===== src/rtl/ctx_stack_pkg.sv =====
package ctx_stack_pkg;

    typedef enum logic [1:0] {
        CMD_IDLE  = 2'd0,
        CMD_PUSH  = 2'd1,
        CMD_POP   = 2'd2,
        CMD_CLASH = 2'd3
    } ctx_cmd_e;

    typedef struct packed {
        logic push_ok;
        logic pop_ok;
        logic bad;
    } ctx_grant_s;

    function automatic ctx_cmd_e decode_cmd(input logic push, input logic pop);
        return ctx_cmd_e'({pop, push});
    endfunction

endpackage


===== src/rtl/ctx_depth_ctrl.sv =====
module ctx_depth_ctrl
    import ctx_stack_pkg::*;
#(
    parameter int DEPTH  = 16,
    parameter int LVL_W  = $clog2(DEPTH + 1),
    parameter int ADDR_W = $clog2(DEPTH)
) (
    input  logic              clk,
    input  logic              rst,
    input  logic              push_i,
    input  logic              pop_i,
    output ctx_grant_s        grant_o,
    output logic [LVL_W-1:0]  level_o,
    output logic              empty_o,
    output logic              full_o,
    output logic              fault_o,
    output logic [ADDR_W-1:0] wr_addr_o,
    output logic [ADDR_W-1:0] rd_addr_o
);

    logic [LVL_W-1:0] level_q;
    logic             fault_q;
    ctx_cmd_e         cmd;
    ctx_grant_s       grant;
    logic             is_empty;
    logic             is_full;

    always_comb begin
        cmd           = decode_cmd(push_i, pop_i);
        is_empty      = (level_q == '0);
        is_full       = (level_q == LVL_W'(DEPTH));
        grant.push_ok = (cmd == CMD_PUSH) && !is_full;
        grant.pop_ok  = (cmd == CMD_POP) && !is_empty;
        grant.bad     = ((cmd == CMD_PUSH) && is_full)
                      || ((cmd == CMD_POP) && is_empty)
                      || (cmd == CMD_CLASH);
    end

    always_ff @(posedge clk) begin
        if (rst) begin
            level_q <= '0;
            fault_q <= 1'b0;
        end else begin
            fault_q <= grant.bad;
            if (grant.push_ok) begin
                level_q <= level_q + 1'b1;
            end else if (grant.pop_ok) begin
                level_q <= level_q - 1'b1;
            end
        end
    end

    assign grant_o   = grant;
    assign level_o   = level_q;
    assign empty_o   = is_empty;
    assign full_o    = is_full;
    assign fault_o   = fault_q;
    assign wr_addr_o = ADDR_W'(level_q);
    assign rd_addr_o = ADDR_W'(level_q) - ADDR_W'(1);

    // the level never leaves the range 0..DEPTH
    assert_no_overflow_R6: assert property (@(posedge clk) disable iff (rst)
        level_q <= LVL_W'(DEPTH));

    assert_push_step_R3: assert property (@(posedge clk) disable iff (rst)
        grant.push_ok |=> level_q == $past(level_q) + 1'b1);

    assert_pop_step_R4: assert property (@(posedge clk) disable iff (rst)
        grant.pop_ok |=> level_q == $past(level_q) - 1'b1);

    assert_reject_hold_R7: assert property (@(posedge clk) disable iff (rst)
        grant.bad |=> $stable(level_q) && fault_q);

endmodule


===== src/rtl/ctx_frame_store.sv =====
module ctx_frame_store #(
    parameter int DEPTH   = 16,
    parameter int FRAME_W = 64,
    parameter int ADDR_W  = $clog2(DEPTH)
) (
    input  logic               clk,
    input  logic               we_i,
    input  logic [ADDR_W-1:0]  waddr_i,
    input  logic [FRAME_W-1:0] wdata_i,
    input  logic [ADDR_W-1:0]  raddr_i,
    output logic [FRAME_W-1:0] rdata_o
);

    logic [FRAME_W-1:0] slot_view [DEPTH];

    for (genvar gi = 0; gi < DEPTH; gi++) begin : g_slot
        logic [FRAME_W-1:0] q;
        always_ff @(posedge clk) begin
            if (we_i && (waddr_i == ADDR_W'(gi))) begin
                q <= wdata_i;
            end
        end
        assign slot_view[gi] = q;
    end

    assign rdata_o = slot_view[raddr_i];

endmodule


===== src/rtl/ctx_work_reg.sv =====
module ctx_work_reg #(
    parameter int W = 8
) (
    input  logic         clk,
    input  logic         rst,
    input  logic         ld_i,
    input  logic [W-1:0] ld_d_i,
    input  logic         rest_i,
    input  logic [W-1:0] rest_d_i,
    output logic [W-1:0] q_o
);

    always_ff @(posedge clk) begin
        if (rst) begin
            q_o <= '0;
        end else if (rest_i) begin
            q_o <= rest_d_i;
        end else if (ld_i) begin
            q_o <= ld_d_i;
        end
    end

endmodule


===== src/rtl/ctx_stack_bank.sv =====
module ctx_stack_bank
    import ctx_stack_pkg::*;
#(
    parameter int N_ROWS         = 10,
    parameter int N_COLS         = 9,
    parameter int CNT_W          = 4,
    parameter int DEPTH          = 16,
    parameter bit SHARE_ROW_SLOT = 1'b1,
    localparam int EST_W  = N_ROWS * CNT_W,
    localparam int LVL_W  = $clog2(DEPTH + 1)
) (
    input  logic              clk,
    input  logic              rst,
    input  logic              push_i,
    input  logic              pop_i,
    input  logic              ld_row_i,
    input  logic [N_ROWS-1:0] row_i,
    input  logic              ld_col_i,
    input  logic [N_COLS-1:0] col_i,
    input  logic              ld_est_i,
    input  logic [EST_W-1:0]  est_i,
    input  logic              ld_br_i,
    input  logic [N_COLS-1:0] br_i,
    input  logic              ld_res_i,
    input  logic [N_COLS-1:0] res_i,
    output logic [N_ROWS-1:0] row_o,
    output logic [N_COLS-1:0] col_o,
    output logic [EST_W-1:0]  est_o,
    output logic [N_COLS-1:0] br_o,
    output logic [N_COLS-1:0] res_o,
    output logic [LVL_W-1:0]  level_o,
    output logic              empty_o,
    output logic              full_o,
    output logic              fault_o
);

    localparam int ADDR_W  = $clog2(DEPTH);
    localparam int BASE_W  = EST_W + 3 * N_COLS;
    localparam int FRAME_W = BASE_W + (SHARE_ROW_SLOT ? 0 : N_ROWS);

    ctx_grant_s         grant;
    logic [ADDR_W-1:0]  wr_addr;
    logic [ADDR_W-1:0]  rd_addr;
    logic [FRAME_W-1:0] push_frame;
    logic [FRAME_W-1:0] pop_frame;
    logic [N_ROWS-1:0]  pop_row;
    logic [N_COLS-1:0]  pop_col;
    logic [EST_W-1:0]   pop_est;
    logic [N_COLS-1:0]  pop_br;
    logic [N_COLS-1:0]  pop_res;
    logic               ld_gate;

    assign ld_gate = !pop_i;

    ctx_depth_ctrl #(
        .DEPTH (DEPTH),
        .LVL_W (LVL_W),
        .ADDR_W(ADDR_W)
    ) u_ctrl (
        .clk      (clk),
        .rst      (rst),
        .push_i   (push_i),
        .pop_i    (pop_i),
        .grant_o  (grant),
        .level_o  (level_o),
        .empty_o  (empty_o),
        .full_o   (full_o),
        .fault_o  (fault_o),
        .wr_addr_o(wr_addr),
        .rd_addr_o(rd_addr)
    );

    ctx_frame_store #(
        .DEPTH  (DEPTH),
        .FRAME_W(FRAME_W),
        .ADDR_W (ADDR_W)
    ) u_store (
        .clk    (clk),
        .we_i   (grant.push_ok),
        .waddr_i(wr_addr),
        .wdata_i(push_frame),
        .raddr_i(rd_addr),
        .rdata_o(pop_frame)
    );

    assign pop_est = pop_frame[EST_W-1:0];
    assign pop_col = pop_frame[EST_W +: N_COLS];
    assign pop_br  = pop_frame[EST_W + N_COLS +: N_COLS];
    assign pop_res = pop_frame[EST_W + 2 * N_COLS +: N_COLS];

    if (SHARE_ROW_SLOT) begin : g_shared
        assign push_frame = {res_o, br_o, col_o, est_o};
        for (genvar gr = 0; gr < N_ROWS; gr++) begin : g_rebuild
            assign pop_row[gr] = (pop_est[gr * CNT_W +: CNT_W] == '0);

            assert_row_from_est_R5: assert property (@(posedge clk) disable iff (rst)
                grant.pop_ok |=> row_o[gr] == (est_o[gr * CNT_W +: CNT_W] == '0));
        end
    end else begin : g_full
        assign push_frame = {row_o, res_o, br_o, col_o, est_o};
        assign pop_row    = pop_frame[BASE_W +: N_ROWS];
    end

    ctx_work_reg #(.W(N_ROWS)) u_row (
        .clk(clk), .rst(rst), .ld_i(ld_row_i && ld_gate), .ld_d_i(row_i),
        .rest_i(grant.pop_ok), .rest_d_i(pop_row), .q_o(row_o)
    );

    ctx_work_reg #(.W(N_COLS)) u_col (
        .clk(clk), .rst(rst), .ld_i(ld_col_i && ld_gate), .ld_d_i(col_i),
        .rest_i(grant.pop_ok), .rest_d_i(pop_col), .q_o(col_o)
    );

    ctx_work_reg #(.W(EST_W)) u_est (
        .clk(clk), .rst(rst), .ld_i(ld_est_i && ld_gate), .ld_d_i(est_i),
        .rest_i(grant.pop_ok), .rest_d_i(pop_est), .q_o(est_o)
    );

    ctx_work_reg #(.W(N_COLS)) u_br (
        .clk(clk), .rst(rst), .ld_i(ld_br_i && ld_gate), .ld_d_i(br_i),
        .rest_i(grant.pop_ok), .rest_d_i(pop_br), .q_o(br_o)
    );

    ctx_work_reg #(.W(N_COLS)) u_res (
        .clk(clk), .rst(rst), .ld_i(ld_res_i && ld_gate), .ld_d_i(res_i),
        .rest_i(grant.pop_ok), .rest_d_i(pop_res), .q_o(res_o)
    );

    assert_restore_atomic_R4: assert property (@(posedge clk) disable iff (rst)
        grant.pop_ok |=> (col_o == $past(pop_col)) && (est_o == $past(pop_est))
                      && (br_o == $past(pop_br)) && (res_o == $past(pop_res)));

    assert_pop_blocks_load_R4: assert property (@(posedge clk) disable iff (rst)
        (pop_i && !grant.pop_ok) |=> $stable(col_o) && $stable(est_o)
                                  && $stable(br_o) && $stable(res_o) && $stable(row_o));

    assert_flags_exclusive_R6: assert property (@(posedge clk) disable iff (rst)
        !(empty_o && full_o));

endmodule


===== config.mk =====
export PLATFORM = sky130hd
export DESIGN_NAME = ctx_stack_bank
export DESIGN_NICKNAME = d
export VERILOG_FILES = /design/src/rtl/ctx_stack_pkg.sv /design/src/rtl/ctx_depth_ctrl.sv /design/src/rtl/ctx_frame_store.sv /design/src/rtl/ctx_work_reg.sv /design/src/rtl/ctx_stack_bank.sv
export SDC_FILE = /design/constraint.sdc
export NUM_CORES = 1
export LEC_CHECK = 0
export BUFFER_PORTS_ARGS = -buffer_cell sky130_fd_sc_hd__buf_2
export CORE_MARGIN = 2
export CORE_UTILIZATION = 40
export DETAILED_ROUTE_END_ITERATION = 16
export RECOVER_POWER = 25
export REMOVE_ABC_BUFFERS = 1
export SKIP_CTS_REPAIR_TIMING = 1
export SYNTH_ARGS = -nofsm -noshare
export SYNTH_HDL_FRONTEND = slang
export SYNTH_HIERARCHICAL = 1
export SYNTH_SLANG_ARGS = --single-unit

===== constraint.sdc =====
create_clock -name clk -period 7.9 [get_ports clk]
set_clock_uncertainty 0.2 [all_clocks]
set_input_delay 1.975 -clock clk [delete_from_list [all_inputs] [get_ports clk]]
set_output_delay 1.975 -clock clk [all_outputs]
set_load 0.1 [all_outputs]

**After elaboration in Yosys (flattened, before gate mapping)**

Cells that the tools add are included.

- Flip-flop bits (word level): 1,155
- Input bits: 86
- Output and inout bits: 85
- Logic and storage cells: 110

- $add $sub $neg: 3
- Magnitude comparators: 1
- Eq/ne operators: 19
- Multiplexer cells: 15
- Bitwise logic cells: 1
- Reduce and logical (&&, ||, !) cells: 48

Operators with widths:

| operator | number |
|---|---|
| 67-bit binary-select mux with 4-bit select | 1 |
| 67-bit two-way mux | 2 |
| 40-bit two-way mux | 2 |
| 9-bit two-way mux | 6 |
| 4-bit zero test | 11 |
| 4-bit == test, second input constant | 8 |
| 1-bit logical AND | 25 |
| 10-bit two-way mux | 2 |
| 4-bit by 3-bit == test with 1-bit output, second input constant | 4 |
| 2-bit nonzero test | 6 |
| 5-bit two-way mux | 2 |
| 4-bit by 2-bit == test with 1-bit output, second input constant | 2 |
| 5-bit by 1-bit adder with 5-bit output, second input constant | 1 |
| 5-bit == test, second input constant | 1 |
| 5-bit >= comparator, second input constant | 1 |
| 5-bit zero test | 1 |
| 4-bit inverter with 5-bit output | 1 |
| 5-bit by 1-bit subtractor with 5-bit output, second input constant | 1 |
| 2-bit == test, second input constant | 2 |
| 4-bit by 1-bit == test with 1-bit output, second input constant | 1 |
| 4-bit by 1-bit subtractor with 4-bit output, second input constant | 1 |
| 1-bit zero test | 3 |
| 2-bit by 1-bit == test with 1-bit output, second input constant | 1 |
| 1-bit logical OR | 2 |

**Depth between registers and ports, before layout**

Gate-level depths: netlist of run 1.

- Depth after elaboration: 7
- Gate-level depth with buffers: 12
- Gate-level depth less buffers: 10

**By module**

Netlist of run 1, hierarchy kept.

Modules (own cells, without submodules):

| module | instances | cells each | area each (µm²) | sequential area each (µm²) |
|---|---|---|---|---|
| ctx_frame_store | 1 | 1,657 | 40,063.4 | 32,190.9 |
| ctx_work_reg at u_est | 1 | 178 | 1,891.8 | 800.8 |
| ctx_work_reg at u_br ... | 3 | 40 | 417.9 | 180.2 |
| ctx_depth_ctrl | 1 | 57 | 524.3 | 120.1 |
| ctx_work_reg at u_row | 1 | 44 | 460.4 | 200.2 |
| ctx_stack_bank | 1 | 15 | 158.9 | 0.0 |

**Worst setup path after synthesis of run 1**

OpenSTA, ideal clock, no wires.

- Path type: reg-to-reg
- Start: register u_ctrl.level_q[0] (netlist: u_ctrl/level_o[0])
- End: register u_store.g_slot[0].q[0] (enable)
- Setup time: 0.575 ns
- Arrival time: 7.671 ns
- Required time: 7.125 ns
- Path slack: -0.546 ns
- Stages on the path, launching flop included: 9
- Buffers on the path: 0
- Period minus slack after synthesis: 8.446 ns
- Cells stage by stage: dfxtp_1 inv_1 ha_1 nor3b_4 and2_2 or2_2 inv_1 or3b_2 nor3_1

RTL lines:

| element | RTL line | RTL |
|---|---|---|
| start: declaration | ctx_depth_ctrl.sv:21 | `logic [LVL_W-1:0] level_q;` |
| start signal: assignment | ctx_depth_ctrl.sv:46 | `level_q <= level_q + 1'b1;` |
| start signal: assignment | ctx_depth_ctrl.sv:48 | `level_q <= level_q - 1'b1;` |
| end signal: assignment | ctx_frame_store.sv:20 | `q <= wdata_i;` |
| end: declaration | ctx_frame_store.sv:17 | `logic [FRAME_W-1:0] q;` |

**Worst setup path in the final report of run 1**

- Start: register u_ctrl.level_q[0] (netlist: u_ctrl/level_o[0])
- End: output empty_o

- Longest elaborated chain between the ends: 1

RTL lines:

| element | RTL line | RTL |
|---|---|---|
| 5-bit zero test | ctx_depth_ctrl.sv:30 | `is_empty = (level_q == '0);` |
| end: declaration | ctx_stack_bank.sv:32 | `output logic empty_o,` |

No other way between the ends.

==> results of run 1 <==
## per-stage QoR
step	total power [mW]	util	cells	setup TNS, ps	hold WS (ps)
3_5_place_dp	14.35	0.4255	3656	0	369.9
5_1_grt	20.17	0.4579	3858	0	403.8
3_3_place_gp	14.26	0.4255	3656	0	363.5
6_report	19.37	0.4579	3858	0	378.5
4_1_cts	19.56	0.4579	3858	0	383.8
2_1_floorplan	13.30	-	1948	-7629490	667.6
## how the worst max path moves through the flow
stage                      startpoint                       to  slack (ps)  cells past startpoint
floorplan           u_ctrl/level_o[0]             u_row/q_o[0]       -9860                      9
global placement                pop_i  u_store/g_slot[3].q[58]        2280                      7
detailed placement              pop_i  u_store/g_slot[3].q[44]        2260                      7
CTS                 u_ctrl/level_o[0]                  empty_o        2190                      5
global route        u_ctrl/level_o[0]                  empty_o        2080                      5
finish              u_ctrl/level_o[0]                  empty_o        2300                      5
## flip-flops by register name, summed over array words and instances, names as in the netlist
signal,flops
u_br/q_o,9
u_row/q_o,10
u_est/q_o,40
u_store/g_slot.q,1072
u_col/q_o,9
u_ctrl/level_o,5
u_ctrl/fault_o,1
u_res/q_o,9
## layout by cell type, fill, tap and decap left out, drive strengths merged, types with 43 or more instances in the layout
cell and instances:
a211oi 78, edfxtp 1072, dfxtp 83, a22oi 135, mux2i 78, nand2 70, buf 219, clkbuf 146
nor2b 82, mux4 269, clkinv 43
## power breakdown
group / switching [mW] / total [mW] / internal (mW)
registers: 0.570 / 8.01 / 7.44
clock network: 2.24 / 5.21 / 2.98
logic: 4.07 / 6.15 / 2.08
total: 6.87 / 19.4 / 12.5
## critical path: stages (launching register included)
cell,delay [ps]
dfxtp_1,520
inv_8,700
ha_1,290
or3b_1,380
nor2_1,290
buf_2,510
## metal layers
| metal | routed length [um] | part of all wire | GRT usage |
|---|---|---|---|
| met5 | 17 | 0.00016 | 0 |
| met4 | 2602 | 0.025 | 0.05794 |
| met3 | 7303 | 0.070 | 0.03859 |
| met2 | 49790 | 0.48 | 0.2930 |
| met1 | 43950 | 0.42 | 0.2512 |
## layout make-up
| class | count | area share |
|---|---|---|
| clock inverters | 57 | 0.01117 |
| repair buffers | 220 | 0.02523 |
| inverters | 9 | 0.0009657 |
| well taps | 1488 | 0.03684 |
| clock buffers | 145 | 0.05955 |
| multi-input cells | 784 | 0.1963 |
| flip-flops and latches | 1155 | 0.6699 |
==> results.md, run 1 <==
* Status: finished clean
* Hold Path Depth at 2
* Total track usage at 0.1828
* Depth of the CTS H-tree at 3
* Vias in the first global route at 22,430
* Multi-input combinational cell area at roughly 0.0099 mm2
* Residual DRC at 0
* IO Pins at around 170
* Cells after synthesis at 2,070
* Period Utilization, post-route at 0.7085
* Synth warn at 6
* Clock transition at the registers of the reported paths at around 60 ps
* Total number of vias at around 21,000
* Nets at 2,374
* Syn-to-layout area delta at 13.94%
* Post-route worst setup slack at between 2000 and 2500 ps
* Leak pwr at about 17 nW
* Cell area power density at around 380 mW/mm2
* Max Root-Sink Buffers at 3
* Max Cap Violations at 0
* Hold Path Class: reg2reg
* First-pass GRT wire length at around 150,000 um
* Port bufs at 170
* Core area at roughly 0.11 mm2
* Proportion of layout cells with a drive suffix above 1 at 0.2945
* Pin count of the biggest net entering global routing at roughly 130
* GRT overflow at 0
* Highest clock rate at 178.7 MHz
* DR iter-0 viols at between 1,500 and 2,000
* CP endpoint kind: output port
* Worst Max-Slew Pin Slew at 1234 ps
* Crit path kind: reg2out
* FP Rows at 122
* CTS root buf: clkbuf_16
* Initial antenna violation count at 5
* Chip width at ~340 um
* Clk_lat worst skew at 700 ps
* Placed cell areas at 0.04696 mm2
* Min Tclk post-route at roughly 5600 ps
* CTS Buf Count at about 110
* Final setup fails at 0
* CP Max Fanout at 79
* Detail Route Antenna Nets at 0
* CTS tree: done
* Hold EP: u_row/q_o[9]
* Critical Path RT at ~5700 ps
* Die Area at 0.1136 mm2
* R2r worst-path depth at 9
* Pre-CTS setup slack at about 2300 ps
* # fillers at a little over 9,000
* CP Launch Type: flip-flop
* TritonCTS Sinks at 1,155
* Critical hold path startpoint: u_row/q_o[9]
* Mapped cell area at between 0.04 and 0.05 mm2
* N_diodes at 0
* Worst vdd ir at ~0.00052 V
* Post-Route WL at between 100,000 and 150,000 um
* Gpl congestion at approximately 0.74
* Die Ht at 337.0 um
* Register area at between 0.03 and 0.04 mm2
* Max Slew Vio Count at 0
* Syn avg cell area at between 20 and 25 um2
* Initial core utilization at 0.4018
* R2R Path End: u_row/q_o[9]
* Max-slew headroom at 0.1770
* Avg WL per Cell at about 27 um
* RSZ-0062 raised after global routing: no
* Flop2flop setup slack at about 2800 ps
* Design Area, Final at a little over 0.05 mm2
* Hold Vio Cnt, Final at 0
* First-pass iteration count of the detailed router at 5
* DP HPWL at 58,270 um
* DR vias/cell at roughly 5.6
* FF-to-FF Start: u_ctrl/level_o[0]
* WP data arrival at 3420 ps
Note: power is estimated with default switching activity, not from simulation.
==> inputs of run 2 (changes only) <==
clock period = 5.15 ns   (was 7.9 ns; I/O delays follow)
==> run 2 against run 1 <==
Against the previous run:
- via count decreased by 0.40%
- critical path type unchanged
- sequential share of layout area is 0.65 points lower
- design area up 0.98%
- largest power group unchanged
==> results.md, run 2 (synthesis results as in run 1) <==
* Status: finished clean
* Syn-to-layout area delta at 15.06%
* Crit path kind: reg2out
* Biggest register: u_store/g_slot.q
* Hold Path Class: reg2reg
* Cell area power density at approximately 600 mW/mm2
* First-pass GRT wire length at 151,200 um
* Period Utilization, post-route at 0.8269
* CTS tree: done
* Leak pwr at roughly 17 nW
* Pin count of the biggest net entering global routing at roughly 120
* Sw frac at 0.3511
* Clk_lat worst skew at a little under 700 ps
* Commonest non-fill, non-tap cells in the layout: edfxtp_1, mux4_2, buf_2
* Initial core utilization at 0.4018
* Final setup fails at 0
* GRT overflow at 0
* CP Max Fanout at 13
* Initial antenna violation count at 3
* Detail Route Antenna Nets at 0
* First-pass iteration count of the detailed router at 5
* Proportion of layout cells with a drive suffix above 1 at 0.2957
* CTS Buf Count at 112
* Max Root-Sink Buffers at 3
* Highest clock rate at ~230 MHz
* CTS root buf: clkbuf_16
* R2r worst-path depth at 9
* Cell internal pwr at around 20 mW
* Worst vdd ir at 0.0005126 V
* Comb pwr share at 0.319
* Net Switching at about 11 mW
* FP Rows at about 120
* Commonest non-fill, non-tap cell in the layout: edfxtp_1
* Clock share of power at 0.277
* Critical Path RT at approximately 3700 ps
* Min Tclk post-route at about 4300 ps
* IO Pins at between 150 and 200
* CP endpoint kind: output port
* Max Cap Violations at 0
* Vias in the first global route at ~23,000
* DP HPWL at between 50,000 and 60,000 um
* Post-Route Setup TNS at 0 ps
* Post-Route WL at between 100,000 and 150,000 um
* Die Ht at 337.0 um
* Placed Cells at around 3,700
* Hold Path Depth at 2
* TritonCTS Sinks at 1,155
* Nets at roughly 2,400
* Worst Max-Slew Pin Slew at around 1300 ps
* Gpl congestion at between 0.7 and 0.8
* WP data arrival at 2770 ps
* Top Registers: u_store/g_slot.q (1072), u_est/q_o (40), u_row/q_o (10)
* DR vias/cell at ~5.5
* Die Area at about 0.11 mm2
* Chip width at 337.0 um
* Max-slew headroom at 0.1375
* Layout Cells excl Fill at a little under 4,000
* Max Slew Vio Count at 0
* Clock transition at the registers of the reported paths at ~60 ps
* Seq pwr share at 0.404
* Hold Vio Cnt, Final at 0
* Total track usage at 0.1820
* Total number of vias at ~21,000
* CP Launch Type: flip-flop
* Fin util at 0.4624
* DR iter-0 viols at 1,976
* RSZ-0062 raised after global routing: no
* Avg WL per Cell at approximately 26 um
* Max reg flops at between 1,000 and 1,500
* Core area at between 0.1 and 0.15 mm2
* Depth of the CTS H-tree at 3
* Port bufs at 170
* Residual DRC at 0
## run 2: cell types whose count changed in the layout (fill, tap and decap cells not counted), moves of 2 or more
cell and delta:
buf_12 +13, bufinv_16 +7, clkbuf_1 -4, clkinv_1 +18, clkinv_2 -14, clkinv_4 +2, clkinvlp_4 +2
## run 2: layout make-up
type | instances | area [um2]
Antenna cell | 1 | 2.502
Clock buffer | 141 | 3005
Clock inverter | 72 | 800.8
Fill cell | 9094 | 59340
Inverter | 9 | 48.80
Multi-Input combinational cell | 784 | 9921
Sequential cell | 1155 | 33850
Tap cell | 1488 | 1862
Timing Repair Buffer | 233 | 1535
## run 2: worst paths after layout
kind                                        start                 endpoint  slack [ps]
worst max-delay path            u_ctrl/level_o[0]                  empty_o         890
worst min-delay path                 u_row/q_o[2]             u_row/q_o[2]         360
worst max register to register  u_ctrl/level_o[0]  u_store/g_slot[0].q[41]        1210
worst min register to register       u_row/q_o[2]             u_row/q_o[2]         360
## run 2: layer usage
layer | share of wire | vias to the layer above | GRT usage
li1 | - | 9146 | -
met1 | 0.42 | 11530 | 0.2438
met2 | 0.49 | 601 | 0.2988
met3 | 0.069 | 134 | 0.04250
met4 | 0.021 | 0 | 0.05053
met5 | 0 | - | 0
## run 2: worst max-delay path, cell delays in order, from the launching register on
cell	delay [ps]
dfxtp_1	520
inv_8	210
ha_1	180
or3b_1	380
nor2_1	280
buf_2	530
## run 2: stage by stage
step                      instance area [um2]  worst slack, ps  power, mW  hold WS [ps]
after CTS                               51030            849.2      30.68         369.1
after global routing                    51030            726.3      31.63         389.9
after floorplan                         43660           -12610      19.00         667.6
after global placement                  47220             1002      22.11         360.3
after detailed placement                47220             1033      22.26         352.9
final                                   51030            891.6      30.31         364.2
## run 2: power by group through the flow
stage	clock network (mW)	logic, mW	registers (mW)
after detailed placement	0	9.77	12.5
final	8.39	9.66	12.3
after floorplan	0	5.71	13.3
after CTS	8.59	9.80	12.3
after global routing	8.92	10.3	12.4
after global placement	0	9.73	12.4
==> inputs of run 3 (changes only) <==
ABC_AREA = 1   (was unset)
clock period = 3.55 ns   (was 5.15 ns; I/O delays follow)
==> run 3 against run 2 <==
Against the previous run:
- clock power increased by 51%
- cell count is 81% higher
- sequential power grew 30%
- global-route usage is 3.4 points higher
- synthesized cell count increased by 150%
- count of clock-buffer cells in the layout grew 20
- via count rose by 64%
- area after synthesis grew 14%
- sequential share of layout area fell by 7.7 points
- routed wire length increased by 38%
- register-to-register slack worse by 700 ps
- critical endpoint is now est_o[28]
==> results.md, run 3 <==
* GRT overflow at 0
* Pin count of the biggest net entering global routing at roughly 150
* Flop2flop setup slack at approximately 500 ps
* Clock transition at the registers of the reported paths at roughly 60 ps
* Worst path cell trace: clkbuf_1 > buf_2
* FF-to-FF Start: u_ctrl/level_o[0]
* Die Area at 0.1288 mm2
* Critical Path RT at approximately 2500 ps
* Min Tclk post-route at ~3300 ps
* Residual DRC at 0
* CP Max Fanout at 18
* IO Pins at ~170
* Hold Path Depth at 5
* Highest clock rate at around 300 MHz
* Max Root-Sink Buffers at 3
* Critical hold path startpoint: est_i[34]
* Proportion of layout cells with a drive suffix above 1 at 0.09667
* FP Rows at 130
* First-pass iteration count of the detailed router at 6
* Initial antenna violation count at 6
* Final setup fails at 0
* Comb pwr share at 0.257
* DR iter-0 viols at around 3,500
* Cell area power density at 670.0 mW/mm2
* R2R Path End: u_row/q_o[8]
* Worst Max-Slew Pin Slew at 1002 ps
* Total track usage at 0.2163
* Port bufs at 170
* Cells after synthesis at slightly above 5,000
* R2r worst-path depth at 16
* Critical-path top delay cell: clkbuf_1
* N_diodes at 0
* RSZ-0062 raised after global routing: no
* Max reg flops at roughly 1,100
* Hold EP: u_est/q_o[34]
* DP HPWL at between 80,000 and 90,000 um
* Seq pwr share at 0.414
* CP Launch Type: flip-flop
* TritonCTS Sinks at approximately 1,200
* Die Ht at 358.8 um
* Max Slew Vio Count at 0
* Post-Route WL at about 140,000 um
* Cell internal pwr at approximately 26 mW
* DR vias/cell at 4.994
* Post-Route Setup TNS at 0 ps
* Commonest non-fill, non-tap cells in the layout: nand2_1, edfxtp_1, nand3_1
* Syn-to-layout area delta at 14.57%
* Synth warn at 6
* CTS tree: done
* CTS root buf: clkbuf_16
* Status: finished clean
* Chip width at between 300 and 400 um
* Core area at roughly 0.13 mm2
* Total number of vias at 35,050
* Vias in the first global route at between 30,000 and 40,000
* Biggest register: u_store/g_slot.q
* Worst hold slack at ~280 ps
* Detail Route Antenna Nets at 0
* Net Switching at between 10 and 15 mW
* Worst vdd ir at 0.0004875 V
* Sw frac at 0.3370
* CTS Buf Count at roughly 120
* Avg WL per Cell at 20.07 um
* Depth of the CTS H-tree at 3
* Hold Path Class: in2reg
* CP endpoint kind: output port
* Clock share of power at 0.328
* Leak pwr at around 25 nW
* Mapped cell area at 0.05036 mm2
* Syn avg cell area at about 10 um2
* Max-slew headroom at 0.3322
* Initial core utilization at 0.4021
* Max Cap Violations at 0
* Period Utilization, post-route at 0.9305
* Nets at between 5,000 and 6,000
* Gpl congestion at 0.8247
* Clk_lat worst skew at 730 ps
* # fillers at approximately 12,000
* First-pass GRT wire length at 212,100 um
* WP data arrival at ~2200 ps
* Hold Vio Cnt, Final at 0
* Top Registers: u_store/g_slot.q (1072), u_est/q_o (40), u_row/q_o (10)
* Crit path kind: reg2out
* Critical Path Max Stage Delay at 620 ps
* Commonest non-fill, non-tap cell in the layout: nand2_1
run 3: final cells by class:
class,instances,area (um2),share of cell area
inverters,957,3637,0.06304
well taps,1650,2064,0.03578
clock buffers,161,3299,0.05718
repair buffers,325,2432,0.04215
multi-input cells,2709,11750,0.2036
flip-flops and latches,1155,33850,0.5867
clock inverters,62,665.6,0.01154
run 3: worst max-delay path by stage:
stage	startpoint	to	slack (ps)	cells past startpoint
2_1_floorplan	u_ctrl/level_o[0]	u_row/q_o[7]	-18530	15
3_3_place_gp	pop_i	u_store/g_slot[11].q[36]	430	7
3_5_place_dp	pop_i	u_store/g_slot[11].q[5]	410	7
4_1_cts	u_ctrl/level_o[0]	full_o	220	5
5_1_grt	u_est/q_o[26]	est_o[26]	110	2
6_report	u_est/q_o[28]	est_o[28]	250	2
run 3: metal layers:
layer	share of wire	up-vias	GRT usage
li1	-	16650	-
met1	0.45	16940	0.3148
met2	0.46	1252	0.3351
met3	0.073	199	0.03151
met4	0.024	8	0.06610
met5	0.00039	-	0
run 3: critical path, delay by kind of cell, from the launching register on:
kind                   cells  cell delay, ps
buffers and inverters      2            1180
flip-flops                 1             310
run 3: power groups by stage:
stage          registers, mW  logic [mW]  clock network [mW]
2_1_floorplan           17.6        5.29                   0
3_3_place_gp            16.3        9.95                   0
3_5_place_dp            16.3        9.97                   0
4_1_cts                 16.0        10.0                12.9
5_1_grt                 16.1        10.8                13.4
6_report                16.0        9.95                12.7
run 3: stage by stage:
stage          power (mW)  setup slack [ps]  cells  instance area (um2)  utilization
6_report            38.66             246.8   7019                57700       0.4607
5_1_grt             40.22             113.7   7019                57700       0.4607
4_1_cts             38.91             223.8   7019                57820       0.4617
3_5_place_dp        26.27             405.5   6796                53860       0.4300
3_3_place_gp        26.24             434.6   6796                53860       0.4300
2_1_floorplan       22.91            -18530   4821                49030            -
